--- src/rtl/sensor_bus_pkg.sv ---
package sensor_bus_pkg;
  localparam int ADDR_W   = 5;
  localparam int CMD_W    = 4;
  localparam int DATA_W   = 8;
  localparam int OSR_DEF  = 8;
  localparam int SYNC_DEF = 2;
endpackage

--- src/rtl/bus_sync.sv ---
module bus_sync #(
  parameter int W      = 2,
  parameter int STAGES = 2
) (
  input  logic         clk_i,
  input  logic         rst_ni,
  input  logic [W-1:0] d_i,
  output logic [W-1:0] q_o
);
  logic [W-1:0] chain [STAGES];

  for (genvar s = 0; s < STAGES; s++) begin : g_stage
    always_ff @(posedge clk_i or negedge rst_ni) begin
      if (!rst_ni) chain[s] <= '0;
      else if (s == 0) chain[s] <= d_i;
      else chain[s] <= chain[(s == 0) ? 0 : s-1];
    end
  end

  assign q_o = chain[STAGES-1];
endmodule

--- src/rtl/node_rx.sv ---
module node_rx #(
  parameter int OSR = 8,
  parameter int AW  = 5,
  parameter int CW  = 4
) (
  input  logic          clk_i,
  input  logic          rst_ni,
  input  logic          bus_clk_i,
  input  logic          line_i,
  input  logic          hold_i,
  input  logic [AW-1:0] node_addr_i,
  output logic          busy_o,
  output logic [CW-1:0] cmd_o,
  output logic          cmd_valid_o
);
  localparam int FB = AW + CW + 2;
  localparam int SW = AW + CW;
  localparam int PW = $clog2(OSR);
  localparam int IW = $clog2(FB);
  localparam logic [PW-1:0] PH_A   = PW'(OSR / 4);
  localparam logic [PW-1:0] PH_B   = PW'(3 * OSR / 4);
  localparam logic [PW-1:0] PH_END = PW'(OSR - 1);
  localparam logic [IW-1:0] LAST   = IW'(FB - 1);

  logic          clk_q, rise, active, first;
  logic [PW-1:0] phase;
  logic [IW-1:0] idx;
  logic [SW-1:0] sh;

  assign rise   = bus_clk_i & ~clk_q;
  assign busy_o = active;

  always_ff @(posedge clk_i or negedge rst_ni) begin
    if (!rst_ni) begin
      clk_q       <= 1'b0;
      active      <= 1'b0;
      first       <= 1'b0;
      phase       <= '0;
      idx         <= '0;
      sh          <= '0;
      cmd_o       <= '0;
      cmd_valid_o <= 1'b0;
    end else begin
      clk_q       <= bus_clk_i;
      cmd_valid_o <= 1'b0;
      if (!active) begin
        // edge cycle is phase 0 of the start bit
        if (rise && !hold_i) begin
          active <= 1'b1;
          phase  <= PW'(1);
          idx    <= '0;
        end
      end else begin
        if (phase == PH_END) begin
          phase <= '0;
          idx   <= idx + 1'b1;
        end else begin
          phase <= phase + 1'b1;
        end
        if (phase == PH_A) first <= line_i;
        if (phase == PH_B) begin
          if (line_i == first) begin
            active <= 1'b0;
          end else if (idx == '0) begin
            if (!line_i) active <= 1'b0;
          end else if (idx == LAST) begin
            active <= 1'b0;
            if (!line_i && sh[SW-1:CW] == node_addr_i) begin
              cmd_valid_o <= 1'b1;
              cmd_o       <= sh[CW-1:0];
            end
          end else begin
            sh <= {sh[SW-2:0], line_i};
          end
        end
      end
    end
  end

  assert_strobe_pulse_R2: assert property (@(posedge clk_i) disable iff (!rst_ni)
    cmd_valid_o |=> !cmd_valid_o);

  assert_strobe_from_frame_R2: assert property (@(posedge clk_i) disable iff (!rst_ni)
    $rose(cmd_valid_o) |-> $past(active));

  assert_cmd_hold_R10: assert property (@(posedge clk_i) disable iff (!rst_ni)
    !cmd_valid_o |-> $stable(cmd_o));
endmodule

--- src/rtl/node_tx.sv ---
module node_tx #(
  parameter int OSR = 8,
  parameter int DW  = 8
) (
  input  logic          clk_i,
  input  logic          rst_ni,
  input  logic          start_i,
  input  logic [DW-1:0] data_i,
  output logic          busy_o,
  output logic          line_o,
  output logic          line_oe_o
);
  localparam int FB = DW + 2;
  localparam int PW = $clog2(OSR);
  localparam int IW = $clog2(FB + 1);
  localparam logic [PW-1:0] PH_HALF = PW'(OSR / 2);
  localparam logic [PW-1:0] PH_END  = PW'(OSR - 1);
  localparam logic [PW-1:0] PH_TAIL = PW'(OSR / 2 - 1);
  localparam logic [IW-1:0] TAIL    = IW'(FB);

  logic          active, second_half, in_tail;
  logic [PW-1:0] phase;
  logic [IW-1:0] bit_no;
  logic [FB-1:0] sh;

  assign second_half = (phase >= PH_HALF);
  assign in_tail     = (bit_no == TAIL);
  assign busy_o      = active;
  assign line_oe_o   = active;

  always_comb begin
    if (!active)      line_o = 1'b1;
    else if (in_tail) line_o = 1'b0;
    else              line_o = second_half ? sh[FB-1] : ~sh[FB-1];
  end

  always_ff @(posedge clk_i or negedge rst_ni) begin
    if (!rst_ni) begin
      active <= 1'b0;
      phase  <= '0;
      bit_no <= '0;
      sh     <= '0;
    end else if (!active) begin
      if (start_i) begin
        active <= 1'b1;
        phase  <= '0;
        bit_no <= '0;
        sh     <= {1'b1, data_i, 1'b0};
      end
    end else if (in_tail) begin
      if (phase == PH_TAIL) active <= 1'b0;
      phase <= phase + 1'b1;
    end else if (phase == PH_END) begin
      phase  <= '0;
      bit_no <= bit_no + 1'b1;
      sh     <= {sh[FB-2:0], 1'b0};
    end else begin
      phase <= phase + 1'b1;
    end
  end

  assert_midbit_flip_R7: assert property (@(posedge clk_i) disable iff (!rst_ni)
    (active && !in_tail && phase == PH_HALF) |-> (line_o != $past(line_o)));

  assert_release_low_R8: assert property (@(posedge clk_i) disable iff (!rst_ni)
    $fell(line_oe_o) |-> ($past(line_o) == 1'b0));
endmodule

--- src/rtl/sensor_node_driver.sv ---
module sensor_node_driver
  import sensor_bus_pkg::*;
#(
  parameter int OSR    = OSR_DEF,
  parameter int STAGES = SYNC_DEF
) (
  input  logic              clk_i,
  input  logic              rst_ni,
  input  logic [ADDR_W-1:0] node_addr_i,
  input  logic              bus_clk_i,
  input  logic              line_i,
  output logic              line_o,
  output logic              line_oe_o,
  output logic [CMD_W-1:0]  cmd_o,
  output logic              cmd_valid_o,
  input  logic              reply_req_i,
  input  logic [DATA_W-1:0] reply_data_i,
  output logic              reply_busy_o
);
  logic [1:0] pins_q;
  logic       rx_busy, tx_busy;

  bus_sync #(.W(2), .STAGES(STAGES)) u_sync (
    .clk_i (clk_i),
    .rst_ni(rst_ni),
    .d_i   ({bus_clk_i, line_i}),
    .q_o   (pins_q)
  );

  node_rx #(.OSR(OSR), .AW(ADDR_W), .CW(CMD_W)) u_rx (
    .clk_i      (clk_i),
    .rst_ni     (rst_ni),
    .bus_clk_i  (pins_q[1]),
    .line_i     (pins_q[0]),
    .hold_i     (tx_busy),
    .node_addr_i(node_addr_i),
    .busy_o     (rx_busy),
    .cmd_o      (cmd_o),
    .cmd_valid_o(cmd_valid_o)
  );

  node_tx #(.OSR(OSR), .DW(DATA_W)) u_tx (
    .clk_i    (clk_i),
    .rst_ni   (rst_ni),
    .start_i  (reply_req_i && !rx_busy),
    .data_i   (reply_data_i),
    .busy_o   (tx_busy),
    .line_o   (line_o),
    .line_oe_o(line_oe_o)
  );

  assign reply_busy_o = tx_busy;

  assert_no_overlap_R9: assert property (@(posedge clk_i) disable iff (!rst_ni)
    !(rx_busy && tx_busy));

  assert_oe_needs_busy_R8: assert property (@(posedge clk_i) disable iff (!rst_ni)
    line_oe_o |-> reply_busy_o);
endmodule

--- config.mk ---
export PLATFORM = sky130hd
export DESIGN_NAME = sensor_node_driver
export DESIGN_NICKNAME = d
export VERILOG_FILES = /design/src/rtl/sensor_bus_pkg.sv /design/src/rtl/bus_sync.sv /design/src/rtl/node_rx.sv /design/src/rtl/node_tx.sv /design/src/rtl/sensor_node_driver.sv
export SDC_FILE = /design/constraint.sdc
export NUM_CORES = 1
export LEC_CHECK = 0
export ABC_CLOCK_PERIOD_IN_PS = 1800
export BUFFER_PORTS_ARGS = -buffer_cell sky130_fd_sc_hd__buf_2
export CAP_MARGIN = 20
export CORE_MARGIN = 5
export CORE_UTILIZATION = 51
export CTS_CLUSTER_SIZE = 10
export DETAILED_ROUTE_END_ITERATION = 8
export GPL_ROUTABILITY_DRIVEN = 1
export PLACE_DENSITY = 0.73
export SLEW_MARGIN = 20
export SYNTH_ARGS = -nofsm -noshare
export SYNTH_HDL_FRONTEND = slang
export SYNTH_SLANG_ARGS = --single-unit
--- constraint.sdc ---
create_clock -name clk_i -period 1.8 [get_ports clk_i]
set_input_delay 0.18 -clock clk_i [delete_from_list [all_inputs] [get_ports clk_i]]
set_output_delay 0.18 -clock clk_i [all_outputs]
set_load 0.005 [all_outputs]
# --- Yosys cells after proc, flatten, opt, wreduce, memory -nomap -nowiden ---
# Cells that the tools add are included.
# W data, S select, Z words.
op_classes:
  n_addsub: 4
  multipliers: 0
  div: 0
  order_cmp: 1
  eq_ne: 12
  n_shift: 0
  muxes: 38
  n_bitwise: 6
  reduce_logical: 14
ops:
  columns: ["operator", "count"]
  rows:
  - ["$mux W10", 4]
  - ["$mux W4", 7]
  - ["$mux W3", 7]
  - ["$mux W1", 20]
  - ["$eq A3 B3 Y1 const B", 3]
  - ["$add A4 B1 Y4 const B", 2]
  - ["$eq A4 B4 Y1 const B", 2]
  - ["$add A3 B1 Y3 const B", 2]
  - ["$eq A3 B2 Y1 const B", 2]
  - ["$ne A2 B2 Y1 const B", 3]
  - ["$reduce_and A6 Y1", 1]
  - ["$eq A5 B5 Y1", 1]
  - ["$not A1 Y1", 5]
  - ["$reduce_and A5 Y1", 1]
  - ["$logic_not A4 Y1", 1]
  - ["$reduce_and A2 Y1", 2]
  - ["$reduce_bool A2 Y1", 2]
  - ["$ge A3 B3 Y1 const B", 1]
  - ["$logic_and A1 B1 Y1", 3]
  - ["$logic_not A1 Y1", 3]
  - ["$reduce_and A3 Y1", 1]
  - ["$and A1 B1 Y1", 1]
  - ["$eq A1 B1 Y1", 1]
totals:
  reg_bits: 46
  latch_bits: 0
  ram_bits: 0
  rom_bits: 0
  in_bits: 18
  output_inout_bits: 8
  word_cells: 89
  memories: 0

# --- Depth between registers and ports, before layout ---
depth:
  ltp_word: 8
  depth_mapped: 7
  ltp_nobuf: 6

# --- Cells and area by module ---
# From an unflattened synthesis, not the netlist that was laid out.
unflattened:
  hier_cells: 184
  area_unflattened_um2: 2249.7
by_module_without_submodules:
  columns: ["module", "instances", "cells_each", "area_each_um2", "seq_area_each_um2"]
  rows:
  - ["node_rx", 1, 95, 1167.4, 600.6]
  - ["node_tx", 1, 82, 953.4, 425.4]
  - ["bus_sync", 1, 6, 115.1, 100.1]
  - ["sensor_node_driver", 1, 1, 13.8, 0.0]

# --- Worst setup path before layout ---
# OpenSTA, ideal clock, no wires.
synth_timing:
  path_kind: "flip-flop to flip-flop"
  from: "reg u_rx.idx[0]"
  to: "reg u_rx.cmd_o[0]"
  setup_ps: 125
  t_arrival_ps: 1694
  required_ps: 1675
  slack_ps: -20
  path_stages_with_launch: 7
  n_path_buf: 1
  period_less_slack_ps: 1820
  cell_sequence: "dfrtp_1 -> inv_1 -> ha_1 -> nand3b_1 -> or4_4 -> buf_6 -> mux2_4"
synth_via:
  elab_chain_cells: 3
  elab_cells_between_ends: 4
  classes_between: "eq/ne (1); bitwise (1); reduce/logical (2)"
synth_lines:
  columns: ["item", "line", "text"]
  rows:
  - ["start: declaration", "node_rx.sv:27", "logic [IW-1:0] idx;"]
  - ["start signal: assignment", "node_rx.sv:56", "idx <= idx + 1'b1;"]
  - ["$logic_not A4 Y1", "node_rx.sv:64", "end else if (idx == '0) begin"]
  - ["$not A1 Y1 (no source line)", null, null]
  - ["$reduce_and A6 Y1 (no source line) *", null, null]
  - ["end signal: assignment", "node_rx.sv:70", "cmd_o <= sh[CW-1:0];"]
  - ["end: declaration", "node_rx.sv:13", "output logic [CW-1:0] cmd_o,"]
# Mark *: on every way between the ends. The rest lies on a longest branch, timed or not.
# A chain may end at the register's enable or synchronous reset.

# --- Worst setup path in the final report ---
layout_timing:
  from: "reg u_rx.idx[0]"
  to: "reg u_rx.cmd_o[1]"
# Same word-level chain as after synthesis.

==> impl_results.md <==
- Cells after synthesis: 190
- Root Buffer: clkbuf_8
- Share of post-route cells with drive strength above 1: 0.321
- Tcrit/Tclk final: 0.983
- Post-synth EDFFs: 0
- Gr ovfl total: 0
- Layout Nets: ~260
- Fin. Hold Viols: 0
- Lkg Pwr: 1.25 nW
- Final core occ: 0.642
- RSZ-0062 raised after global routing: yes
- Hold crit path type: primary input to flip-flop
- WL met1: roughly 1800 um
- Initial Util: 0.530
- Pwr Total: about 3.4 mW
- Multi-input gate area: a little under 0.001 mm2
- Number of global-route vias before repair: about 1.5k
- Via density: approximately 5.3
- Reg clk slew, reported paths: roughly 0.08 ns
- CTS Sinks: between 40 and 50
- Critical Path RT: ~2 ns
- Combinational power share: 0.308
- Distinct cells, synth: 35
- Final instance area: 0.00261 mm2
- Worst hold path cell count: 3
- Fmax: approximately 570 MHz
- Reg-to-reg slack, setup: roughly 0.031 ns
- Synth area leader: dfrtp_1
- CP Class: flip-flop to flip-flop
- CTS HTree Levels: 2
- Mean Syn Cell Area: around 11 um2
- Pin count of the biggest net entering global routing: 18
- Router iterations before antenna repair: 4
- Setup TNS: 0 ns
- Commonest non-fill, non-tap cell in the layout: dfrtp_1
- Hpwl dp: between 3000 and 4000 um
- Total Wirelength: approximately 4200 um
- Power per cell area: 1310 mW/mm2
- Register area share after synthesis: 0.523
- Die width: between 70 and 80 um
- Setup slack at placement: 0.0161 ns
- Tightest Pin Transition: between 0.4 and 0.5 ns
- Fill cells: between 300 and 400
- WL met3: around 160 um
- Hold slack: between 0.15 and 0.2 ns
- Clock share of power: 0.262
- Top-area cell type share of the netlist area: 0.523
- First-pass GRT wire length: between 6000 and 7000 um
- Ant. Diodes: 0
- CTS Buf Count: 5
- FP Rows: 23
- Period minus WS final: 1.77 ns
- Remaining DRCs: 0
- Iter 0 DRT Violations: 39
- Area after DPL: between 0.002 and 0.0025 mm2
- Crit end category: flip-flop
- Worst-Skew Late Latency: between 0.2 and 0.3 ns
- Worst vdd ir: between 1000 and 1500 uV
- Commonest non-fill, non-tap cells in the layout: 45 x dfrtp_1, 29 x nand2_1, 25 x buf_2
- Sw frac: 0.317
- Prevailing post-synth register cell: dfrtp_1
- Final ANT Viol Nets: 0
- Routed vias: between 1.5k and 2k
- #FFs+latches synth: 45
- Highest metal used: met4
- Post-Syn Area: approximately 0.0022 mm2
- Ranking of synthesized cells by area: dfrtp_1 52%, ha_1 6.4%, mux2_2 5.2%
- Syn_nets: ~220
- Ys async rst share: 1.00
- Number of buffers added on ports: 25
- Non-filler cells, final: 284
- Buffer depth of the longest clock path: 2
- Routed len/inst: 14.7 um
- End of the worst hold path: u_tx.sh[7]
- CP startpoint kind: flip-flop
- DP Cell Count: between 200 and 300
- End of the worst register-to-register path: u_rx.cmd_o[1]
- Worst R2R Start: u_rx.idx[0]
- Pins over their slew limit: 0
- Slew margin rel.: 0.670
- Ports: 26
- Final Skew: around 0.0025 ns
- Die area: 0.00562 mm2
- CP Data Arrival Time: 1.96 ns
- Switching power total: between 1 and 1.5 mW
- RePlAce Congestion: between 0.7 and 0.8
- Hold path start: reply_data_i[6]
- Max cap viols: 0
- Setup violations, final: 0
- Sequential share of power: 0.430
- CTS tree: built
- Initial antenna violation count: 0
- YS warnings: 0
- FF+latch area: 0.00113 mm2
- Crit Path Max Fanout: 4
- Die H: 75.0 um
- Fin worst setup slack: ~0.031 ns
- Core area: around 0.004 mm2
- Area growth from synthesis to layout: 21.1%
- Reg2reg path depth: 5
- Run status: finished, final reports clean
- Internal power: 2.33 mW
- Metal2 WL: 2200 um
- GRT Total Usage: 0.162
## cell families (layout without fill, tap and decap cells)
kind of cell    after synthesis  in the layout  share of synthesized area
compound gates               36             36                      0.108
xor+xnor                     13             13                     0.0564
fa+ha+maj                    11             11                     0.0640
buf+inv                      14             58                     0.0302
flops                        45             45                      0.523
mux                          18             18                     0.0988
simple gates                 53             53                      0.119
## cell usage after synthesis, drive strengths merged (4+ instances only)
master	count
a22o	5
a31oi	9
clkbuf	5
dfrtp	45
ha	11
inv	6
mux2	14
mux2i	4
nand2	30
nor2	6
o21ai	10
o22ai	7
xnor2	9
xor2	4
## critical path, stage by stage, from the launching register on
cell and delay, ns:
dfrtp_1 0.40, inv_2 0.08, ha_4 0.13, nand3b_1 0.13, or4_4 0.61, mux2_4 0.32
## power groups by stage
stage	registers (mW)	clock network, mW	logic [mW]
2_1_floorplan	1.43	0	0.682
3_3_place_gp	1.45	0	0.962
3_5_place_dp	1.47	0	1.00
4_1_cts	1.45	0.907	1.02
5_1_grt	1.50	0.958	1.19
6_report	1.47	0.894	1.05
## per-layer routing
layer  GRT usage  vias to the layer above
met4      0.0534                        0
li1            -                      749
met3      0.0414                        4
met1       0.193                      728
met2       0.286                       20
met5           0                        -
## sequential cells by signal (all words and copies together), names as in the netlist
register and flops:
u_rx.busy_o 1, u_rx.clk_q 1, u_rx.cmd_o 4, u_rx.cmd_valid_o 1, u_rx.first 1, u_rx.idx 4
u_rx.phase 3, u_rx.sh 9, u_sync.chain 2, u_sync.q_o 2, u_tx.bit_no 4, u_tx.busy_o 1
u_tx.phase 3, u_tx.sh 9
## worst max-delay path by stage
stage / cells past startpoint / startpoint / endpoint
6_report: 5 / u_rx.idx[0] / u_rx.cmd_o[1]
2_1_floorplan: 6 / u_rx.idx[0] / u_rx.cmd_o[0]
3_5_place_dp: 5 / u_rx.idx[0] / u_rx.cmd_o[1]
5_1_grt: 5 / u_rx.idx[0] / u_rx.cmd_o[1]
3_3_place_gp: 6 / u_rx.phase[0] / u_rx.cmd_o[3]
4_1_cts: 5 / u_rx.idx[0] / u_rx.cmd_o[1]
## what timing repair did
action                                  CTS  global route
gates resized for setup                   0             6
pin swaps                                 0             2
hold endpoints to repair                 14             0
buffers inserted                          0             2
hold buffers                              3             0
endpoints found under the setup margin    1             4
## area by class of cell
cell class | instances | share of cell area
Clock inverter | 3 | 0.0250
Timing Repair Buffer | 44 | 0.106
Tap cell | 50 | 0.0240
Inverter | 6 | 0.00864
Clock buffer | 5 | 0.0264
Sequential cell | 45 | 0.432
Multi-Input combinational cell | 131 | 0.378
Power figures use the tool's default switching activity.
